`config.mk`:
```
export PLATFORM = sky130hd
export DESIGN_NAME = intr_ring_poster
export DESIGN_NICKNAME = d
export VERILOG_FILES = /design/src/rtl/irw_pkg.sv /design/src/rtl/irw_ptr.sv /design/src/rtl/irw_pack.sv /design/src/rtl/irw_seq.sv /design/src/rtl/intr_ring_poster.sv
export SDC_FILE = /design/constraint.sdc
export NUM_CORES = 1
export LEC_CHECK = 0
export BUFFER_PORTS_ARGS = -buffer_cell sky130_fd_sc_hd__buf_4
export CORE_ASPECT_RATIO = 0.6
export CORE_MARGIN = 1
export CORE_UTILIZATION = 48
export DETAILED_ROUTE_END_ITERATION = 8
export HOLD_SLACK_MARGIN = 0.02
export MAX_ROUTING_LAYER = met4
export PLACE_DENSITY = 0.79
export RECOVER_POWER = 25
export SLEW_MARGIN = 10
export SYNTH_ARGS = -nofsm -noshare
export SYNTH_HDL_FRONTEND = slang
export SYNTH_SLANG_ARGS = --single-unit
```
`constraint.sdc`:
```
create_clock -name clk -period 1.75 [get_ports clk]
set_input_delay 0.35 -clock clk [delete_from_list [all_inputs] [get_ports clk]]
set_output_delay 0.35 -clock clk [all_outputs]
set_load 0.05 [all_outputs]
```
`src/rtl/irw_pkg.sv`:
```
// Shared constants and types for the interrupt ring entry writer.
// Assumes a 16-bit memory word and fixed record field positions.
package irw_pkg;
    localparam int WORD_W   = 16;
    localparam int CTX_W    = 24;
    localparam int IDX_W    = 7;
    localparam int DEPTH    = 1 << IDX_W;
    localparam int FLAG_BIT = WORD_W - 1;

    typedef enum logic [2:0] {
        S_IDLE,
        S_READ,
        S_WLO,
        S_WHI,
        S_DONE,
        S_MISS
    } seq_state_t;

    typedef struct packed {
        logic [CTX_W-1:0] ctx;
        logic [IDX_W-1:0] idx;
        logic             is_tx;
    } post_rec_t;
endpackage

```
`src/rtl/irw_ptr.sv`:
```
// Producer pointer for one ring: counts posted records modulo 2**IDX_W.
// Assumes adv is a single-cycle pulse given only after a completed post.
module irw_ptr #(
    parameter int IDX_W = 7
) (
    input  logic             clk,
    input  logic             rst_n,
    input  logic             adv,
    output logic [IDX_W-1:0] ptr
);
    // Advance on each completed post; natural overflow gives the wrap.
    always_ff @(posedge clk) begin
        if (!rst_n)
            ptr <= '0;
        else if (adv)
            ptr <= ptr + 1'b1;
    end

    AST_PTR_WRAP: assert property (@(posedge clk) disable iff (!rst_n)
        (adv && ptr == {IDX_W{1'b1}}) |=> (ptr == '0));
endmodule

```
`src/rtl/irw_pack.sv`:
```
// Slot address and record word builder. Selects the ring by the latched
// direction and forms both word addresses and both record words.
// Assumes ring bases are even and each ring fits below 2**MEM_AW.
module irw_pack
    import irw_pkg::*;
#(
    parameter int               MEM_AW  = 16,
    parameter logic [MEM_AW-1:0] RX_BASE = 'h0100,
    parameter logic [MEM_AW-1:0] TX_BASE = 'h0200
) (
    input  post_rec_t         rec,
    input  logic [IDX_W-1:0]  ptr_rx,
    input  logic [IDX_W-1:0]  ptr_tx,
    output logic [MEM_AW-1:0] addr_lo,
    output logic [MEM_AW-1:0] addr_hi,
    output logic [WORD_W-1:0] word_lo,
    output logic [WORD_W-1:0] word_hi
);
    localparam int PAD_W = MEM_AW - IDX_W - 1;

    logic [IDX_W-1:0]  slot;
    logic [MEM_AW-1:0] base;
    logic [MEM_AW-1:0] offset;

    // Pick the ring base and slot for the latched direction.
    always_comb begin
        base = rec.is_tx ? TX_BASE : RX_BASE;
        slot = rec.is_tx ? ptr_tx : ptr_rx;
    end

    // Two words per slot: offset is twice the slot number.
    always_comb begin
        offset  = {{PAD_W{1'b0}}, slot, 1'b0};
        addr_lo = base + offset;
        addr_hi = base + offset + 1'b1;
    end

    // Record layout: low word = ctx[15:0]; high word = flag, index, ctx[23:16].
    always_comb begin
        word_lo = rec.ctx[WORD_W-1:0];
        word_hi = {1'b1, rec.idx, rec.ctx[CTX_W-1:WORD_W]};
    end
endmodule

```
`src/rtl/irw_seq.sv`:
```
// Post sequencer: latches a request, reads the slot's upper word, and
// either reports a miss or writes the two record words and reports done.
// Assumes the requester holds post_req until done/miss and the memory
// acknowledges each request with a one-cycle mem_ack.
module irw_seq
    import irw_pkg::*;
#(
    parameter int MEM_AW = 16
) (
    input  logic              clk,
    input  logic              rst_n,
    input  logic              post_req,
    input  logic              post_is_tx,
    input  logic [CTX_W-1:0]  post_ctx_addr,
    input  logic [IDX_W-1:0]  post_desc_idx,
    input  logic [MEM_AW-1:0] addr_lo,
    input  logic [MEM_AW-1:0] addr_hi,
    input  logic [WORD_W-1:0] word_lo,
    input  logic [WORD_W-1:0] word_hi,
    input  logic              mem_ack,
    input  logic [WORD_W-1:0] mem_rdata,
    output post_rec_t         rec,
    output logic              mem_req,
    output logic              mem_we,
    output logic [MEM_AW-1:0] mem_addr,
    output logic [WORD_W-1:0] mem_wdata,
    output logic              post_done,
    output logic              post_miss,
    output logic              miss_is_tx,
    output logic              adv_rx,
    output logic              adv_tx
);
    seq_state_t state;
    seq_state_t state_nx;
    logic       slot_busy;
    logic       unused_rdata;

    assign slot_busy    = mem_rdata[FLAG_BIT];
    assign unused_rdata = ^mem_rdata[FLAG_BIT-1:0];

    // Next-state selection for one post transaction.
    always_comb begin
        state_nx = state;
        unique case (state)
            S_IDLE: if (post_req) state_nx = S_READ;
            S_READ: if (mem_ack)  state_nx = slot_busy ? S_MISS : S_WLO;
            S_WLO:  if (mem_ack)  state_nx = S_WHI;
            S_WHI:  if (mem_ack)  state_nx = S_DONE;
            S_DONE: state_nx = S_IDLE;
            S_MISS: state_nx = S_IDLE;
            default: state_nx = S_IDLE;
        endcase
    end

    // State register.
    always_ff @(posedge clk) begin
        if (!rst_n)
            state <= S_IDLE;
        else
            state <= state_nx;
    end

    // Capture request operands when a post is accepted.
    always_ff @(posedge clk) begin
        if (!rst_n)
            rec <= '0;
        else if (state == S_IDLE && post_req)
            rec <= '{ctx: post_ctx_addr, idx: post_desc_idx, is_tx: post_is_tx};
    end

    // Memory port drive, decoded from state.
    always_comb begin
        mem_req   = 1'b0;
        mem_we    = 1'b0;
        mem_addr  = addr_hi;
        mem_wdata = '0;
        unique case (state)
            S_READ: mem_req = 1'b1;
            S_WLO: begin
                mem_req   = 1'b1;
                mem_we    = 1'b1;
                mem_addr  = addr_lo;
                mem_wdata = word_lo;
            end
            S_WHI: begin
                mem_req   = 1'b1;
                mem_we    = 1'b1;
                mem_wdata = word_hi;
            end
            default: ;
        endcase
    end

    // Responses and pointer advance pulses.
    always_comb begin
        post_done  = (state == S_DONE);
        post_miss  = (state == S_MISS);
        miss_is_tx = (state == S_MISS) && rec.is_tx;
        adv_rx     = (state == S_DONE) && !rec.is_tx;
        adv_tx     = (state == S_DONE) && rec.is_tx;
    end

    AST_REQ_HOLD: assert property (@(posedge clk) disable iff (!rst_n)
        (mem_req && !mem_ack) |=> (mem_req && $stable(mem_we) && $stable(mem_addr)
                                   && $stable(mem_wdata)));
    AST_MISS_AFTER_FLAG: assert property (@(posedge clk) disable iff (!rst_n)
        post_miss |-> $past(mem_req && mem_ack && !mem_we && mem_rdata[FLAG_BIT]));
    AST_HI_WRITE_FLAG: assert property (@(posedge clk) disable iff (!rst_n)
        (mem_req && mem_we && mem_addr == addr_hi) |-> mem_wdata[FLAG_BIT]);
    AST_DONE_AFTER_WRITE: assert property (@(posedge clk) disable iff (!rst_n)
        post_done |-> $past(mem_req && mem_ack && mem_we));
    AST_WRITE_AFTER_READ: assert property (@(posedge clk) disable iff (!rst_n)
        (mem_req && mem_we && !$past(mem_req)) |-> 1'b0);
endmodule

```
`src/rtl/intr_ring_poster.sv`:
```
// Interrupt ring entry writer top: one sequencer, one record builder and a
// producer pointer per ring (receive, transmit), built by a generate loop.
// Assumes a single requester and a single word-wide memory port.
module intr_ring_poster
    import irw_pkg::*;
#(
    parameter int               MEM_AW  = 16,
    parameter logic [MEM_AW-1:0] RX_BASE = 'h0100,
    parameter logic [MEM_AW-1:0] TX_BASE = 'h0200
) (
    input  logic              clk,
    input  logic              rst_n,
    input  logic              post_req,
    input  logic              post_is_tx,
    input  logic [23:0]       post_ctx_addr,
    input  logic [6:0]        post_desc_idx,
    output logic              post_done,
    output logic              post_miss,
    output logic              miss_is_tx,
    output logic              mem_req,
    output logic              mem_we,
    output logic [MEM_AW-1:0] mem_addr,
    output logic [15:0]       mem_wdata,
    input  logic              mem_ack,
    input  logic [15:0]       mem_rdata
);
    localparam int N_RINGS = 2;

    post_rec_t         rec;
    logic [IDX_W-1:0]  ptr [N_RINGS];
    logic [N_RINGS-1:0] adv;
    logic [MEM_AW-1:0] addr_lo;
    logic [MEM_AW-1:0] addr_hi;
    logic [WORD_W-1:0] word_lo;
    logic [WORD_W-1:0] word_hi;

    for (genvar g = 0; g < N_RINGS; g++) begin : g_ring
        irw_ptr #(.IDX_W(IDX_W)) ptr_i (
            .clk   (clk),
            .rst_n (rst_n),
            .adv   (adv[g]),
            .ptr   (ptr[g])
        );
    end

    irw_pack #(
        .MEM_AW  (MEM_AW),
        .RX_BASE (RX_BASE),
        .TX_BASE (TX_BASE)
    ) pack_i (
        .rec     (rec),
        .ptr_rx  (ptr[0]),
        .ptr_tx  (ptr[1]),
        .addr_lo (addr_lo),
        .addr_hi (addr_hi),
        .word_lo (word_lo),
        .word_hi (word_hi)
    );

    irw_seq #(.MEM_AW(MEM_AW)) seq_i (
        .clk           (clk),
        .rst_n         (rst_n),
        .post_req      (post_req),
        .post_is_tx    (post_is_tx),
        .post_ctx_addr (post_ctx_addr),
        .post_desc_idx (post_desc_idx),
        .addr_lo       (addr_lo),
        .addr_hi       (addr_hi),
        .word_lo       (word_lo),
        .word_hi       (word_hi),
        .mem_ack       (mem_ack),
        .mem_rdata     (mem_rdata),
        .rec           (rec),
        .mem_req       (mem_req),
        .mem_we        (mem_we),
        .mem_addr      (mem_addr),
        .mem_wdata     (mem_wdata),
        .post_done     (post_done),
        .post_miss     (post_miss),
        .miss_is_tx    (miss_is_tx),
        .adv_rx        (adv[0]),
        .adv_tx        (adv[1])
    );

    AST_ONE_RESPONSE: assert property (@(posedge clk) disable iff (!rst_n)
        !(post_done && post_miss));
    AST_MISS_KEEPS_PTR: assert property (@(posedge clk) disable iff (!rst_n)
        post_miss |=> ($stable(ptr[0]) && $stable(ptr[1])));
    AST_RX_UNTOUCHED_BY_TX: assert property (@(posedge clk) disable iff (!rst_n)
        (post_done && miss_is_tx == 1'b0 && rec.is_tx) |=> $stable(ptr[0]));
endmodule

```
# Word level (Yosys, flattened, before mapping)
# Cells that the tools add are included.
# W data, S select, Z words.
totals:
  reg_bits: 49
  inputBits: 52
  output_inout_bits: 37
  elab_cells: 40
op_classes:
  n_addsub: 4
  eq_ne: 9
  mux: 12
  reduce_logical: 9
op_table:
  columns: ["op", "count"]
  rows:
  - ["$pmux W16 S2", 1]
  - ["$add A16 B1 Y16 const B", 1]
  - ["$add A16 B8 Y16", 1]
  - ["$mux W16", 1]
  - ["$mux W3", 5]
  - ["$add A7 B1 Y7 const B", 2]
  - ["$pmux W3 S4", 1]
  - ["$mux W10", 1]
  - ["$ne A2 B2 Y1 const B", 4]
  - ["$mux W7", 1]
  - ["$eq A3 B2 Y1 const B", 2]
  - ["$eq A3 B3 Y1 const B", 2]
  - ["$logic_and A1 B1 Y1", 4]
  - ["$reduce_and A4 Y1", 1]
  - ["$eq A3 B1 Y1 const B", 1]
  - ["$logic_not A3 Y1", 1]
  - ["$reduce_or A3 Y1", 1]
  - ["$mux W1", 2]
  - ["$reduce_or A2 Y1", 1]
  - ["$logic_not A1 Y1", 1]

# Longest topological paths before layout
depth:
  depth_word: 4
  depth_mapped: 6
  mapped_depth_nobuf: 4

# Cells and area by module
# Synthesis repeated with hierarchy kept, for this count alone.
unflattened:
  hier_cells: 346
  area_unflattened_um2: 2917.8
by_module_without_submodules:
  columns: ["mod", "instances", "cells_each", "area_per_inst_um2", "seq_area_each_um2"]
  rows:
  - ["irw_seq", 1, 221, 1789.2, 700.7]
  - ["irw_ptr", 2, 29, 290.3, 140.1]
  - ["irw_pack", 1, 67, 548.0, 0.0]

# Worst setup path before layout
# Ideal clock, no wire load.
synth_timing:
  path_kind: "register -> output"
  from: "register seq_i.state[1]"
  to: "output port mem_wdata[0]"
  arrival_ns: 2.235
  required_ns: 1.400
  path_slack_ns: -0.835
  path_stages_with_launch: 6
  n_path_buf: 2
  path_cell_list: "dfxtp_1 > nor2b_1 > and2_1 > clkbuf_1 > clkbuf_1 > a22o_1"
synth_via:
  elab_chain_len: 2
  elab_cells_between_ends: 3
  cone_classes: "eq/ne: 2; mux: 1"
synth_rtl:
  columns: ["element", "line", "rtl"]
  rows:
  - ["start, declared", "irw_seq.sv:33", "seq_state_t state;"]
  - ["start signal, assigned", "irw_seq.sv:60", "state <= state_nx;"]
  - ["$eq A3 B2 Y1", "irw_seq.sv:77", "unique case (state)"]
  - ["$pmux W16 S2 (*)", "irw_seq.sv:77", null]
  - ["end, declared", "intr_ring_poster.sv:23", "output logic [15:0] mem_wdata,"]
# Every way passes the cells marked *; elsewhere a longest branch is shown, timed or not.

# Final worst setup path
layout_timing:
  from: "register seq_i.state[1]"
  to: "output port mem_wdata[1]"
# The elaborated chain is that of the path after synthesis.

==> flow_summary.ini <==
[yosys]
ys_warn_count = 0
ys_types = 35
syn_inst = 282
synthFlopType = dfxtp_1
yosysMostFrequentCell = nand2_1
ys_top_cells_by_count = nand2_1 (74), dfxtp_1 (49), a21oi_1 (39)
avgSynthCellArea_um2 = 7.96
synth_area_mm2 = 0.00225
synthTopCellsByArea = dfxtp_1 (44%), nand2_1 (12%), a21oi_1 (8.7%)
ys_seq_area_frac = 0.437
yosysTopAreaCellShare = 0.437
ys_ff_latch = 49
async_flop_share = 0
yosysTopAreaCell = dfxtp_1
synth-edff-count = 0

[outcome]
run_status = finished, violations left
violations = setup timing

[global_route]
grt_max_degree = 33
grt_use_met3 = 0.0656
grt_pass1_vias = 1850
grt.total_usage = 0.262
use_met2 = 0.399
grt_pass1_wl_um = 9470
top_usage_layer = met2
grtUsageMet1 = 0.358
overflow = 0
antenna_found_initial = 0

[pwr]
p_seq_frac = 0.481
swShare = 0.275
power_leakage_nw = 1.46
power_density_mw_per_mm2 = 745
pwr-share-clk = 0.340
vdd_ir_drop_max_mv = 0.628
switchingPower_w = 0.000695
combPwrFrac = 0.180
p_int_w = 0.00183

[die]
initial_core_util = 0.522
rows = 18
io_pins = 89
fp.dieW_um = 90.3
die_h_um = 55.0
coreArea_mm2 = 0.00430
die_area_mm2 = 0.00497

[place]
place_hpwl_um = 3980
place_inst = 399
io_buffers = 67
place.gp.congestion = 0.803

[route]
drt_first_pass_iters = 5
ant_nets = 0
first_iter_violations = 135
drc = 0
detailroute.via_count = 2245
via_per_inst = 5.38
wl_per_cell_um = 15.5
wirelength_um = 6440

[clocking]
cts_tree = done
h-tree-depth = 2
cts_buffers = 5
clock-sinks = 49
worst_skew_pair.late_latency_ns = 0.30
cts_root_buf = clkbuf_8
clkTransAtPathRegs_ns = 0.10
cts_hold_buf = 0
cts_buffer_depth = 2

[sta]
fin_crit_sh = 1.10
timing.final.ws_setup_ns = -0.179
max_freq_ghz = 0.519
timing.final.hold_violations = 0
skew_ns = 0.00542
slew_violations = 0
rsz0062_at_grt = true
finalSetupViolations = 17
hold_ws_ns = 0.284
fin_crit_ns = 1.93

[run]
drv_cap = 0

[finish]
area_delta_synth_final_pct = 50.9
nNetsFinal = 410
antenna_cells = 0
fin_cells = 417
drive_gt1_frac = 0.353

[critical_path]
arrival_ns = 1.58
cp-end-kind = primary output
worstPathRequired_ns = 1.40
path_max_fanout = 5
setup.worst_path.class = flop to primary output
cp-start-kind = flop

[worst_hold_path]
hold_class = input port to flop
[cells by family (layout without fill, tap and decap cells)]
logic type               count (synthesis)  after routing  synth area share
buffers and inverters                   40            110            0.0847
multiplexers                            11             11            0.0513
XOR/XNOR                                 2              2           0.00780
flip-flops                              49             49             0.437
AND/OR/NAND/NOR                        112            112             0.234
adder cells (fa/ha/maj)                  2              2            0.0111
other                                    1              6           0.00167
AO/OA/AOI/OAI                           65             65             0.173
[routing by layer]
layer,part of all wire,vias to the layer above,wire length (um)
met1,0.47,1064,3060
met4,0.0085,0,55
li1,-,1083,-
met3,0.069,6,443
met2,0.45,92,2890
met5,0,-,0
[cell type report]
cell class | count | area, um^2
clock buffers | 6 | 82.6
clock inverters | 2 | 37.5
fillers | 279 | 912
inverters | 12 | 45.0
multi-input cells | 198 | 1230
flip-flops and latches | 49 | 991
well taps | 60 | 75.1
repair buffers | 90 | 928
[critical path: stages, from the launching register on]
cell	delay (ns)
dfxtp_2	0.38
inv_2	0.06
nor3_4	0.19
buf_6	0.17
buf_12	0.12
a22o_1	0.17
buf_6	0.17
[final timing paths]
kind	start	end	slack, ns	cells after the start
hold / removal	post_ctx_addr[7]	seq_i.rec[15]	0.28	3
hold reg to reg	seq_i.rec[28]	seq_i.rec[28]	0.46	2
setup reg to reg	seq_i.state[2]	g_ring[0].ptr_i.ptr[5]	0.03	4
setup / recovery	seq_i.state[1]	mem_wdata[1]	-0.18	6
[state kept, by name, indices dropped and copies added, names as in the netlist]
signal / flops
g_ring.ptr_i.ptr: 14
seq_i.rec: 32
seq_i.state: 3
[stage by stage]
step / setup TNS (ns) / power (W) / instance area [um^2] / worst slack (ns) / util
finish: -2.23 / 0.00253 / 3390 / -0.179 / 0.788
global placement: 0 / 0.00163 / 2950 / 0.107 / 0.685
CTS: -1.84 / 0.00251 / 3300 / -0.134 / 0.767
global route: -3.43 / 0.00263 / 3390 / -0.242 / 0.788
detailed placement: 0 / 0.00164 / 2950 / 0.0907 / 0.685
floorplan: -0.871 / 0.00149 / 2360 / -0.261 / -
[timing repair]
| item | in CTS | in global routing |
|---|---|---|
| gates resized for setup | 36 | 17 |
| pin swaps | 7 | 11 |
| gates cloned | 3 | 0 |
| setup buffers | 5 | 2 |
| endpoints found under the setup margin | 22 | 24 |
| endpoints found under the hold margin | 0 | 0 |
[placed cells by master, fill, tap and decap left out, drive strengths merged]
master	instances
clkbuf	6
nand2b	3
nor4b	1
nor2b	2
conb	6
dfxtp	49
or3	6
mux2	4
nand4bb	1
nand3	4
a2111oi	1
and2	3
o21ai	9
mux2i	7
bufinv	1
nor3	3
nand2	74
and3	1
inv	11
nor4	4
clkinv	1
a21o	1
nor2	8
a22o	15
xor2	2
a21oi	39
buf	90
ha	2
or4b	2
clkinvlp	1
[power groups by stage]
stage                     combinational (W)  clock [W]  sequential (W)
after floorplan                    0.000267          0         0.00122
after global placement             0.000398          0         0.00123
after detailed placement           0.000405          0         0.00123
after CTS                          0.000438   0.000867         0.00121
after global routing               0.000481   0.000932         0.00122
final                              0.000455   0.000858         0.00121
(Power assumes the default switching activity.)
